**src/rtl/fram_pkg.sv**
```systemverilog
package fram_pkg;

  typedef enum logic [1:0] {
    OP_UNLOCK = 2'd0,
    OP_WRITE  = 2'd1,
    OP_READ   = 2'd2,
    OP_WIPE   = 2'd3
  } fram_op_e;

  localparam logic [7:0] CMD_UNLOCK = 8'h06;
  localparam logic [7:0] CMD_WRITE  = 8'h02;
  localparam logic [7:0] CMD_READ   = 8'h03;

  // strobes from sequencer to shifter
  typedef struct packed {
    logic       load;
    logic [7:0] txByte;
  } shift_cmd_t;

  // status from shifter to sequencer
  typedef struct packed {
    logic done;
    logic active;
  } shift_stat_t;

endpackage

```
**src/rtl/fram_spi_shifter.sv**
```systemverilog
module fram_spi_shifter
  import fram_pkg::*;
#(
  parameter int SCK_DIV = 4
) (
  input  logic        clk,
  input  logic        rstN,
  input  shift_cmd_t  cmd,
  output shift_stat_t stat,
  output logic [7:0]  rxByte,
  output logic        sck,
  output logic        mosi,
  input  logic        miso
);

  localparam int PH_W = (SCK_DIV > 2) ? $clog2(SCK_DIV) : 1;
  localparam logic [PH_W-1:0] PH_RISE = PH_W'(SCK_DIV / 2 - 1);
  localparam logic [PH_W-1:0] PH_FALL = PH_W'(SCK_DIV - 1);

  logic            active;
  logic            done;
  logic            sckQ;
  logic [PH_W-1:0] phase;
  logic [2:0]      bitIdx;
  logic [7:0]      txShift;
  logic [7:0]      rxShift;

  always_ff @(posedge clk or negedge rstN) begin
    if (!rstN) begin
      active  <= 1'b0;
      done    <= 1'b0;
      sckQ    <= 1'b0;
      phase   <= '0;
      bitIdx  <= '0;
      txShift <= '0;
      rxShift <= '0;
      rxByte  <= '0;
    end else begin
      done <= 1'b0;
      if (cmd.load && !active) begin
        active  <= 1'b1;
        txShift <= cmd.txByte;
        phase   <= '0;
        bitIdx  <= '0;
      end else if (active) begin
        phase <= (phase == PH_FALL) ? '0 : phase + 1'b1;
        if (phase == PH_RISE) begin
          sckQ    <= 1'b1;
          rxShift <= {rxShift[6:0], miso};
        end
        if (phase == PH_FALL) begin
          sckQ    <= 1'b0;
          txShift <= {txShift[6:0], 1'b0};
          bitIdx  <= bitIdx + 3'd1;
          if (bitIdx == 3'd7) begin
            active <= 1'b0;
            done   <= 1'b1;
            rxByte <= rxShift;
          end
        end
      end
    end
  end

  assign sck         = sckQ;
  assign mosi        = active & txShift[7];
  assign stat.done   = done;
  assign stat.active = active;


  no_reload_chk: assert property (@(posedge clk) disable iff (!rstN)
    cmd.load |-> !active);


  sck_in_byte_chk: assert property (@(posedge clk) disable iff (!rstN)
    $rose(sckQ) |-> active);

endmodule

```
**src/rtl/fram_spi_sequencer.sv**
```systemverilog
module fram_spi_sequencer
  import fram_pkg::*;
#(
  parameter int LEN_W       = 16,
  parameter int CLEAR_BYTES = 32768,
  parameter int GUARD_CYC   = 4
) (
  input  logic             clk,
  input  logic             rstN,
  input  logic             reqValid,
  output logic             reqReady,
  input  logic [1:0]       reqOp,
  input  logic [15:0]      reqAddr,
  input  logic [LEN_W-1:0] reqLen,
  output logic             busy,
  input  logic [7:0]       wrData,
  input  logic             wrValid,
  output logic             wrReady,
  output logic             rdValid,
  input  logic             rdReady,
  output logic             csN,
  output shift_cmd_t       cmd,
  input  shift_stat_t      stat
);

  localparam int CLR_W = $clog2(CLEAR_BYTES + 1);
  localparam int CNT_W = (LEN_W > CLR_W) ? LEN_W : CLR_W;
  localparam int TMR_W = $clog2(GUARD_CYC + 1);
  localparam logic [TMR_W-1:0] TMR_LOAD = TMR_W'(GUARD_CYC - 1);

  typedef enum logic [2:0] {
    ST_IDLE, ST_SETUP, ST_LOAD, ST_SHIFT, ST_HOLD, ST_GAP
  } seq_state_e;

  seq_state_e       state;
  fram_op_e         curOp;
  logic [15:0]      addrQ;
  logic [CNT_W-1:0] remain;
  logic [1:0]       byteIdx;
  logic             unlockFrame;
  logic             lastData;
  logic [TMR_W-1:0] timer;
  logic             csNQ;
  logic             rdValidQ;

  logic [7:0] nextByte;
  logic       canSend;
  logic       frameEnd;
  logic       isData;

  // choose the next byte of the frame script
  always_comb begin
    nextByte = 8'h00;
    canSend  = 1'b0;
    frameEnd = 1'b0;
    isData   = 1'b0;
    if (unlockFrame) begin
      if (byteIdx == 2'd0) begin
        nextByte = CMD_UNLOCK;
        canSend  = 1'b1;
      end else begin
        frameEnd = 1'b1;
      end
    end else begin
      case (byteIdx)
        2'd0: begin
          nextByte = (curOp == OP_READ) ? CMD_READ : CMD_WRITE;
          canSend  = 1'b1;
        end
        2'd1: begin
          nextByte = addrQ[15:8];
          canSend  = 1'b1;
        end
        2'd2: begin
          nextByte = addrQ[7:0];
          canSend  = 1'b1;
        end
        default: begin
          if (remain == '0) begin
            frameEnd = 1'b1;
          end else begin
            isData = 1'b1;
            case (curOp)
              OP_WRITE: begin
                nextByte = wrData;
                canSend  = wrValid;
              end
              OP_READ: begin
                nextByte = 8'h00;
                canSend  = !rdValidQ;
              end
              default: begin
                nextByte = 8'h00;
                canSend  = 1'b1;
              end
            endcase
          end
        end
      endcase
    end
  end

  always_ff @(posedge clk or negedge rstN) begin
    if (!rstN) begin
      state       <= ST_IDLE;
      curOp       <= OP_UNLOCK;
      addrQ       <= '0;
      remain      <= '0;
      byteIdx     <= '0;
      unlockFrame <= 1'b0;
      lastData    <= 1'b0;
      timer       <= '0;
      csNQ        <= 1'b1;
      rdValidQ    <= 1'b0;
    end else begin
      if (rdValidQ && rdReady) rdValidQ <= 1'b0;
      case (state)
        ST_IDLE: begin
          if (reqValid) begin
            curOp       <= fram_op_e'(reqOp);
            addrQ       <= (fram_op_e'(reqOp) == OP_WIPE) ? 16'h0000 : reqAddr;
            remain      <= (fram_op_e'(reqOp) == OP_WIPE) ? CNT_W'(CLEAR_BYTES)
                                                         : CNT_W'(reqLen);
            unlockFrame <= (fram_op_e'(reqOp) != OP_READ);
            byteIdx     <= '0;
            csNQ        <= 1'b0;
            timer       <= TMR_LOAD;
            state       <= ST_SETUP;
          end
        end
        ST_SETUP: begin
          if (timer == '0) state <= ST_LOAD;
          else             timer <= timer - 1'b1;
        end
        ST_LOAD: begin
          if (frameEnd) begin
            timer <= TMR_LOAD;
            state <= ST_HOLD;
          end else if (canSend) begin
            byteIdx  <= (byteIdx == 2'd3) ? 2'd3 : byteIdx + 2'd1;
            lastData <= isData;
            if (isData) remain <= remain - 1'b1;
            state <= ST_SHIFT;
          end
        end
        ST_SHIFT: begin
          if (stat.done) begin
            if (lastData && curOp == OP_READ) rdValidQ <= 1'b1;
            state <= ST_LOAD;
          end
        end
        ST_HOLD: begin
          if (timer == '0) begin
            csNQ  <= 1'b1;
            timer <= TMR_LOAD;
            state <= ST_GAP;
          end else begin
            timer <= timer - 1'b1;
          end
        end
        ST_GAP: begin
          if (timer != '0) begin
            timer <= timer - 1'b1;
          end else if (unlockFrame && curOp != OP_UNLOCK) begin
            unlockFrame <= 1'b0;
            byteIdx     <= '0;
            csNQ        <= 1'b0;
            timer       <= TMR_LOAD;
            state       <= ST_SETUP;
          end else begin
            state <= ST_IDLE;
          end
        end
        default: state <= ST_IDLE;
      endcase
    end
  end

  assign reqReady   = (state == ST_IDLE);
  assign busy       = (state != ST_IDLE);
  assign wrReady    = (state == ST_LOAD) && isData && (curOp == OP_WRITE);
  assign rdValid    = rdValidQ;
  assign csN        = csNQ;
  assign cmd.load   = (state == ST_LOAD) && canSend && !frameEnd;
  assign cmd.txByte = nextByte;


  cs_idle_quiet_chk: assert property (@(posedge clk) disable iff (!rstN)
    csNQ |-> !stat.active);


  wr_stall_chk: assert property (@(posedge clk) disable iff (!rstN)
    (wrReady && !wrValid) |=> (!stat.active && !csNQ));


  cs_gap_chk: assert property (@(posedge clk) disable iff (!rstN)
    $rose(csNQ) |=> csNQ);

endmodule

```
**src/rtl/fram_spi_ctrl.sv**
```systemverilog
module fram_spi_ctrl
  import fram_pkg::*;
#(
  parameter int SCK_DIV     = 4,
  parameter int LEN_W       = 16,
  parameter int CLEAR_BYTES = 32768
) (
  input  logic             clk,
  input  logic             rstN,
  input  logic             reqValid,
  output logic             reqReady,
  input  logic [1:0]       reqOp,
  input  logic [15:0]      reqAddr,
  input  logic [LEN_W-1:0] reqLen,
  output logic             busy,
  input  logic [7:0]       wrData,
  input  logic             wrValid,
  output logic             wrReady,
  output logic [7:0]       rdData,
  output logic             rdValid,
  input  logic             rdReady,
  output logic             spiCsN,
  output logic             spiSck,
  output logic             spiMosi,
  input  logic             spiMiso
);

  shift_cmd_t  shCmd;
  shift_stat_t shStat;

  fram_spi_sequencer #(
    .LEN_W      (LEN_W),
    .CLEAR_BYTES(CLEAR_BYTES),
    .GUARD_CYC  (SCK_DIV)
  ) u_seq (
    .clk     (clk),
    .rstN    (rstN),
    .reqValid(reqValid),
    .reqReady(reqReady),
    .reqOp   (reqOp),
    .reqAddr (reqAddr),
    .reqLen  (reqLen),
    .busy    (busy),
    .wrData  (wrData),
    .wrValid (wrValid),
    .wrReady (wrReady),
    .rdValid (rdValid),
    .rdReady (rdReady),
    .csN     (spiCsN),
    .cmd     (shCmd),
    .stat    (shStat)
  );

  fram_spi_shifter #(
    .SCK_DIV(SCK_DIV)
  ) u_shift (
    .clk   (clk),
    .rstN  (rstN),
    .cmd   (shCmd),
    .stat  (shStat),
    .rxByte(rdData),
    .sck   (spiSck),
    .mosi  (spiMosi),
    .miso  (spiMiso)
  );


  busy_in_frame_chk: assert property (@(posedge clk) disable iff (!rstN)
    !spiCsN |-> busy);


  rd_hold_chk: assert property (@(posedge clk) disable iff (!rstN)
    (rdValid && !rdReady) |=> (rdValid && $stable(rdData)));

endmodule

```
**config.mk**
```make
export PLATFORM = sky130hd
export DESIGN_NAME = fram_spi_ctrl
export DESIGN_NICKNAME = d
export VERILOG_FILES = /design/src/rtl/fram_pkg.sv /design/src/rtl/fram_spi_shifter.sv /design/src/rtl/fram_spi_sequencer.sv /design/src/rtl/fram_spi_ctrl.sv
export SDC_FILE = /design/constraint.sdc
export NUM_CORES = 1
export LEC_CHECK = 0
export BUFFER_PORTS_ARGS = -buffer_cell sky130_fd_sc_hd__clkbuf_2
export CAP_MARGIN = 20
export CORE_ASPECT_RATIO = 0.8
export CORE_MARGIN = 2
export CORE_UTILIZATION = 45
export CTS_CLUSTER_SIZE = 20
export DETAILED_ROUTE_END_ITERATION = 16
export PLACE_DENSITY = 0.68
export SLEW_MARGIN = 0
export SYNTH_ARGS = -nofsm -noshare
export SYNTH_HDL_FRONTEND = slang
export SYNTH_SLANG_ARGS = --single-unit
```
**constraint.sdc**
```tcl
create_clock -name clk -period 3.3 [get_ports clk]
set_clock_uncertainty 0.2 [all_clocks]
set_input_delay 0.825 -clock clk [delete_from_list [all_inputs] [get_ports clk]]
set_output_delay 0.825 -clock clk [all_outputs]
set_load 0.1 [all_outputs]
```
==> results.txt, run 1 <==
The count of warnings emitted by yosys is 0. Walking the worst path, the cells encountered are inv_1 -> ha_1 -> nor3b_1 -> and4_1 -> nor3_4 -> buf_12. The vertical extent of the die is 90.54 um. The worst reg-to-reg path cell count is 8.

The detailed-route wire length is 10000 um. The buffering stage count on the worst path with inverters included is 2. Among all cell types in the netlist, the one instantiated most often is dfrtp_1.

The dominant combinational cell family by area after synthesis is compound AO/OA/AOI/OAI gates. The worst setup path is of the register to output pin kind. The maximum number of pins on one net before global-route repair came out at 79. The post-cts repair resize count is 0. Setup repair after global routing left no endpoint under its margin. The number of library cell types mapped by synthesis came out at 60. The fraction of power consumed by combinational cells is 6.2%.

The post-route antenna net violation count is 0. The routed length per instance is 16.00 um. Once the clock tree was built, the setup fixing pass inserted 0 buffers.

The sort of element at the end of the critical path is an output pin. The number of optimization iterations in the first detailed-route pass came out at 5. The initial antenna violation count came out at 0. The final sum of negative setup slack came out at 0 ns. The worst-path maximum fanout came out at 4. Dividing the final minimum period by the clock period gives 94.94%. Summing the areas of all xor and xnor instances in the mapped netlist gives 0% of the synthesized area. The clock sink total came out at 78. The number of nets in the synthesized netlist is 504. In the global route stage, overall resource usage came out at 20.41%.

Summed over all layers, the global routing overflow is 0. dfrtp_1 takes more of the synthesized area than any other cell. Net switching is 24.75% of the power.

The number of enable-type register cells in the synthesized netlist is 0. Cell internal power was estimated by the tool at 1.548 mW. The top cell type by area accounts for 45.74% of the synthesized area. The part of the total power dissipated in sequential elements is 47.2%. Counting along the longest clock path gives a buffer depth of 2. The number of rows created at floorplan came out at 31. For this run, asynchronously set or reset flops after synthesis account for 100.0%. The number of standard cells after synthesis is 446.

Following the worst setup path forward leads to its endpoint at wrReady. For this run, design rule violations remaining after detail routing come to 0. The register-to-register setup slack came out at 0.57 ns. The data arrival time of the critical path came out at 2.11 ns.

IR analysis of the VDD net gives a maximum drop of 0.2845 mV. Using the TritonRoute via totals, the vias-per-cell ratio works out to 5.797. The measured slew at the worst slew-check pin is 0.9014 ns.

The max-capacitance violation count is 0. The detailed-route via count is 3623. The adder-cell share of the synthesized area came out at 2.970%. The largest stage delay on the critical path came out at 0.45 ns. The final count of hold timing violations is 0. In this run the critical register-to-register path is launched from u_seq.remain[0]$_DFFE_PN0P_.

Among all flip-flop cells after synthesis, the most frequent one is dfrtp_1. The cell family contributing the most delay on the critical path is simple AND/OR/NAND/NOR gates. Summing the sequential cell areas from Yosys gives 46.36% of the chip area. Detailed placement finished with a half-perimeter wire length of 7010 um. In this run, post-CTS hold repair placed 0 buffers. The total of flip-flops plus latches after synthesis came out at 78. The static leakage came out at 2.185 nW.

The critical path crosses 6 cells after its start point. The I/O pin count is 63. Counting the buffers created by CTS gives 9. The final-layout worst hold slack came out at 0.2601 ns. CTS placed an instance of clkbuf_16 at the clock tree root. The power per cell area is 414.1 mW/mm2. The multiplexer share of the synthesized area is 8.168%. The clock network burns 46.6% of the power.

For this design the total switching power over the nets is 0.5092 mW. The area fraction in and, or, nand and nor cells after synthesis is 18.83%. The antenna cell count is 0.

TritonCTS built the clock tree. The type of origin of the critical path is a register. The overall die area came out at 0.01016 mm2. The final layout contains 563 nets. The die is 112.2 um wide. During placement, the flow inserted port buffers numbering 62. The critical path launch point is u_seq.remain[0]$_DFFE_PN0P_. The initial standard-cell utilization of the core is 46.42%. The total of endpoints with negative setup slack in the final report came out at 0. The cell with the largest stage delay on the worst path is nor3b_1.

The number of slew-limit violations in the final report is 0. The flow ran to the end, and the final reports show no timing, DRC or antenna violations. The global-route wire length before repair came out at 16830 um.

The total area inside the core boundary comes to 0.009076 mm2. For the worst-skew pair, the clock arrives at the later sink with an insertion delay of 0.33 ns. The highest clock frequency the design can meet came out at 319.2 MHz. The total number of H-tree levels is 3. The clock transition time at the flip-flop clock pins of the worst setup and hold paths is 0.07 ns. The signed area change from the synthesized netlist to the final layout came out at 17.94%.

The worst slew slack as a fraction of its limit is 39.76%. The data required time at the worst endpoint came out at 2.27 ns. By count the netlist is led by dfrtp_1 (77), nand2_1 (69), o21ai_0 (35). The synthesized netlist devotes 19.54% of its cell area to compound gates. The worst register-to-register path ends at u_seq.remain[3]$_DFFE_PN0P_. The DRC violation total after the first TritonRoute iteration is 282. The number of fillers in the final layout is 845. In the post-synthesis netlist, the biggest area contributors are dfrtp_1 (46%), nand2_1 (6.1%), mux2_2 (5.1%). The worst path needs 3.133 ns of the cycle, external delays included. Cells with a size suffix above 1 make up 23.53% of the layout.

The via count of the first global-routing pass came to 3413. The global placement routability congestion is 0.8603. The post-synthesis instance area is 0.004213 mm2. The class of the tightest hold or removal check is input pin to asynchronous set/reset pin. Dividing the synthesized area by the synthesized cell count gives 9.446 um2.
## cells by family (layout without fill, tap and decap cells)
group | Yosys count | after routing
AO/OA/AOI/OAI | 126 | 126
adder cells (fa/ha/maj) | 10 | 10
buffers and inverters | 40 | 104
flip-flops | 78 | 78
multiplexers | 32 | 32
AND/OR/NAND/NOR | 160 | 160
## through the flow
step	setup slack, ns	cells	area [um2]	power (mW)	util [%]
6_report	0.1671	625	4969	2.057	54.74
5_1_grt	0.08531	625	4969	2.143	54.74
4_1_cts	0.1897	624	4949	2.079	54.52
3_5_place_dp	0.5678	608	4658	1.117	51.32
3_3_place_gp	0.6430	608	4658	1.115	51.32
2_1_floorplan	0.1279	446	4228	1.053	-
## layout make-up
| type | count | area [um2] | share of cell area (%) |
|---|---|---|---|
| sequential | 78 | 1953 | 39.31 |
| multi-input combinational | 328 | 2102 | 42.31 |
| inverter | 16 | 63.81 | 1.284 |
| clock inverter | 6 | 51.30 | 1.032 |
| timing repair buffer | 72 | 415.4 | 8.361 |
| clock buffer | 10 | 239.0 | 4.810 |
| tap | 115 | 143.9 | 2.896 |
## worst min path at each step
stage | cells after the start | end | slack [ns] | start
finish | 1 | u_seq.timer[0]$_DFFE_PN0P_ | 0.26 | rstN
global route | 1 | u_seq.timer[0]$_DFFE_PN0P_ | 0.31 | rstN
floorplan | 2 | u_seq.addrQ[8]$_DFFE_PN0P_ | 0.25 | u_seq.addrQ[8]$_DFFE_PN0P_
CTS | 2 | u_seq.addrQ[11]$_DFFE_PN0P_ | 0.29 | u_seq.addrQ[11]$_DFFE_PN0P_
global placement | 2 | u_seq.addrQ[11]$_DFFE_PN0P_ | 0.26 | u_seq.addrQ[11]$_DFFE_PN0P_
detailed placement | 2 | u_seq.addrQ[11]$_DFFE_PN0P_ | 0.27 | u_seq.addrQ[11]$_DFFE_PN0P_
## cell usage in the layout, fill, tap and decap left out, drive strengths merged, types with 3 or more instances in the layout
cell	instances
a21oi	25
a222oi	3
a22o	4
a22oi	10
a31oi	11
and2	4
buf	12
clkbuf	70
clkinvlp	4
dfrtp	77
ha	10
inv	18
mux2	19
mux2i	13
nand2	69
nand2b	3
nand3	15
nand4	9
nor2	23
nor2b	10
nor3	8
nor3b	3
nor4	4
o211ai	5
o21ai	36
o2bb2ai	7
o31ai	8
## flip-flops by register name, summed over array words and instances, names as in the netlist
| register | count |
|---|---|
| u_shift.bitIdx | 3 |
| u_seq.unlockFrame | 1 |
| u_shift.phase | 2 |
| u_seq.state | 3 |
| u_shift.rxByte | 8 |
| u_seq.lastData | 1 |
| u_seq.byteIdx | 2 |
| u_shift.active | 1 |
| u_shift.sck | 1 |
| u_seq.curOp | 2 |
| u_shift.rxShift | 8 |
| u_seq.addrQ | 16 |
| u_seq.timer | 3 |
| u_shift.done | 1 |
| u_shift.txShift | 8 |
| u_seq.remain | 16 |
| u_seq.rdValid | 1 |
| u_seq.csN | 1 |
## layer usage
metal | vias up | wire length, um | part of all wire (%) | global-route usage [%]
li1 | 1740 | - | - | -
met1 | 1729 | 4828 | 48 | 30.95
met2 | 143 | 4353 | 44 | 29.72
met3 | 11 | 718 | 7.2 | 4.094
met4 | 0 | 100 | 1.0 | 5.488
met5 | - | 0 | 0 | 0
## power by group through the flow
stage	registers, mW	logic (mW)	clock network (mW)
after floorplan	1.03	0.0274	0
after global placement	0.989	0.126	0
after detailed placement	0.990	0.127	0
after CTS	0.972	0.127	0.980
after global routing	0.973	0.140	1.03
final	0.972	0.128	0.958
Note: power is estimated with default switching activity, not from simulation.
==> run 2: changes to the inputs <==
--- a/config.mk
+++ b/config.mk
@@ -7,12 +7,14 @@
 export LEC_CHECK = 0
 export BUFFER_PORTS_ARGS = -buffer_cell sky130_fd_sc_hd__clkbuf_2
 export CAP_MARGIN = 20
+export CELL_PAD_IN_SITES_DETAIL_PLACEMENT = 0
+export CELL_PAD_IN_SITES_GLOBAL_PLACEMENT = 1
 export CORE_ASPECT_RATIO = 0.8
 export CORE_MARGIN = 2
-export CORE_UTILIZATION = 45
+export CORE_UTILIZATION = 44
 export CTS_CLUSTER_SIZE = 20
 export DETAILED_ROUTE_END_ITERATION = 16
-export PLACE_DENSITY = 0.68
+export PLACE_DENSITY = 0.83
 export SLEW_MARGIN = 0
 export SYNTH_ARGS = -nofsm -noshare
 export SYNTH_HDL_FRONTEND = slang
==> results.txt, run 2 (synthesis gave the netlist of run 1 again) <==
The initial standard-cell utilization of the core is 45.83% (was 46.42%). The internal power came out at 1.549 mW (was 1.548 mW). The worst-path maximum fanout is 4 (unchanged). The sort of element at the end of the critical path is an output pin (unchanged). The measured slew at the worst slew-check pin came out at 0.7367 ns (was 0.9014 ns).

The routed length per instance is 16.85 um (was 16.00 um). The global-route wire length before repair came out at 17630 um (was 16830 um). The antenna cell count is 0 (unchanged). The vertical extent of the die is 91.52 um (was 90.54 um). The static leakage came out at 2.193 nW (was 2.185 nW). The net switching component of the power came out at 0.5204 mW (was 0.5092 mW). The final cycle utilization of the critical path is 93.46% (was 94.94%). The power per cell area is 416.0 mW/mm2 (was 414.1 mW/mm2). The CTS tree is done (unchanged).

The total number of H-tree levels is 3 (unchanged). The via count of the first global-routing pass came out at 3506 (was 3413). The count of buffers added by post-CTS timing repair for setup came out at 0 (unchanged). The global placement routability congestion is 0.8536 (was 0.8603). The number of buffers added on ports is 62 (unchanged). The total of endpoints with negative setup slack in the final report is 0 (unchanged). The part of the total power dissipated in sequential elements is 47.0% (was 47.2%). The fraction of power consumed by combinational cells is 6.3% (was 6.2%).

The deepest clock path buffer count came out at 2 (unchanged). The type of origin of the critical path is a register (unchanged). The detailed-route vias per instance is 5.831 (was 5.797).

The final HPWL from detailed placement came to 7369 um (was 7010 um). The clock insertion delay at the later pin of the skew report came out at 0.34 ns (was 0.33 ns). The area of the core was 0.009193 mm2 (was 0.009076 mm2). The global-route usage over all layers is 21.26% (was 20.41%).

The number of slew-limit violations in the final report is 0 (unchanged). The switching power as a share of total power was 25.14% (was 24.75%). Outcome: finished clean (unchanged). The final core utilization is 54.12% (was 54.74%). The maximum number of pins on one net before global-route repair is 79 (unchanged). The buffer cell driving the clock tree root is clkbuf_16 (unchanged).

The worst-case vdd ir drop is 0.2209 mV (was 0.2845 mV). The kind of critical path is register to output pin (unchanged). The most common cell after layout, fill and taps aside was dfrtp_1 (unchanged). The clock sink total came out at 78 (unchanged). The post-route antenna net violation count came out at 0 (unchanged). Commonest non-fill, non-tap cells in the layout: dfrtp_1 (77), nand2_1 (69), clkbuf_2 (60) (unchanged). The number of DRC violations after detailed routing came out at 0 (unchanged). The initial antenna violation count is 0 (unchanged). Critical-path cell list: inv_1 -> ha_1 -> nor3b_1 -> and4_1 -> nor3_4 -> buf_12 (unchanged).

The signed area change from the synthesized netlist to the final layout came to 18.09% (was 17.94%). The class of the tightest hold or removal check is input pin to asynchronous set/reset pin (unchanged). The final sum of negative setup slack was 0 ns (unchanged). The number of clock buffers inserted by TritonCTS came out at 9 (unchanged). The post-cts repair resize count was 0 (unchanged). The number of nets in the layout was 564 (was 563). The number of optimization iterations in the first detailed-route pass came out at 5 (unchanged).

The share of final-layout standard cells stronger than drive strength 1 came out at 23.68% (was 23.53%). The number of buffers inserted by hold repair at cts is 0 (unchanged). The register-to-register setup slack is 0.59 ns (was 0.57 ns). The final-layout worst hold slack was 0.2201 ns (was 0.2601 ns). The largest stage delay on the critical path was 0.43 ns (was 0.45 ns). The max-capacitance violation count was 0 (unchanged). The data arrival time of the critical path is 2.06 ns (was 2.11 ns). The cell with the largest stage delay on the worst path is nor3b_1 (unchanged). The highest clock frequency the design can meet is 324.3 MHz (was 319.2 MHz).

Unrepaired setup endpoints after global routing: no (unchanged). The overall die width came out at 113.4 um (was 112.2 um). The final critical-path required period is 3.084 ns (was 3.133 ns). The post-layout total power came out at 2.070 mW (was 2.057 mW). The clock transition time at the flip-flop clock pins of the worst setup and hold paths is 0.07 ns (about the same). The overflow left after global routing was 0 (unchanged). The worst reg-to-reg path cell count is 7 (was 8). The I/O pin count came out at 63 (unchanged).

The number of rows created at floorplan is 31 (unchanged). The detailed-route wire length came to 10550 um (was 10000 um). The overall die area is 0.01038 mm2 (was 0.01016 mm2).

Largest registers: u_seq.addrQ (16), u_seq.remain (16) (unchanged). The fraction of power consumed by the clock network came out at 46.7% (was 46.6%). The final count of hold timing violations came out at 0 (unchanged). The data required time at the worst endpoint came out at 2.27 ns (about the same). The DRC violation total after the first TritonRoute iteration was 264 (was 282). The capture point of the worst reg-to-reg path was u_seq.remain[8]$_DFFE_PN0P_ (was u_seq.remain[3]$_DFFE_PN0P_).

The source of the worst register-to-register timing path is u_seq.remain[0]$_DFFE_PN0P_ (unchanged). The worst slew slack as a fraction of its limit is 50.88% (was 39.76%). The detailed-route via count was 3650 (was 3623).
run 2: per-stage QoR:
stage          worst slack, ns  instances  area (um2)
2_1_floorplan           0.1279        446        4228
3_3_place_gp            0.6409        609        4666
3_5_place_dp            0.5825        609        4666
4_1_cts                 0.2126        625        4955
5_1_grt                0.06003        626        4975
6_report                0.2160        626        4975
run 2: cell type report:
type,count,area [um2]
clock buffers,10,239.0
clock inverters,6,50.05
fillers,868,4218
inverters,16,63.81
multi-input cells,328,2102
flip-flops and latches,78,1953
well taps,115,143.9
repair buffers,73,422.9
run 2: critical path: cells and delay by family (launching register included):
kind	cells	cell delay, ns
AND/OR/NAND/NOR	3	0.86
adder cells (fa/ha/maj)	1	0.19
flip-flops	1	0.40
buffers and inverters	2	0.27
run 2: worst max path at each step:
stage                                           start  endpoint  slack [ns]  cells past startpoint
after floorplan            u_seq.state[0]$_DFFE_PN0P_  reqReady        0.13                      4
after global placement    u_seq.remain[0]$_DFFE_PN0P_   wrReady        0.64                      6
after detailed placement  u_seq.remain[0]$_DFFE_PN0P_   wrReady        0.58                      6
after CTS                 u_seq.remain[0]$_DFFE_PN0P_   wrReady        0.21                      6
after global routing      u_seq.remain[0]$_DFFE_PN0P_   wrReady        0.06                      6
final                     u_seq.remain[0]$_DFFE_PN0P_   wrReady        0.22                      6
run 2: power groups by stage:
stage | Sequential, mW | Clock (mW) | Combinational (mW)
global placement | 0.989 | 0 | 0.128
detailed placement | 0.990 | 0 | 0.130
global route | 0.973 | 1.02 | 0.144
floorplan | 1.03 | 0 | 0.0274
finish | 0.972 | 0.967 | 0.131
CTS | 0.972 | 0.984 | 0.130
run 2: layer usage:
| layer | track usage (%) | part of all wire, % |
|---|---|---|
| met5 | 0 | 0 |
| met4 | 4.675 | 1.0 |
| met3 | 4.539 | 6.5 |
| met2 | 30.74 | 43 |
| met1 | 32.54 | 49 |
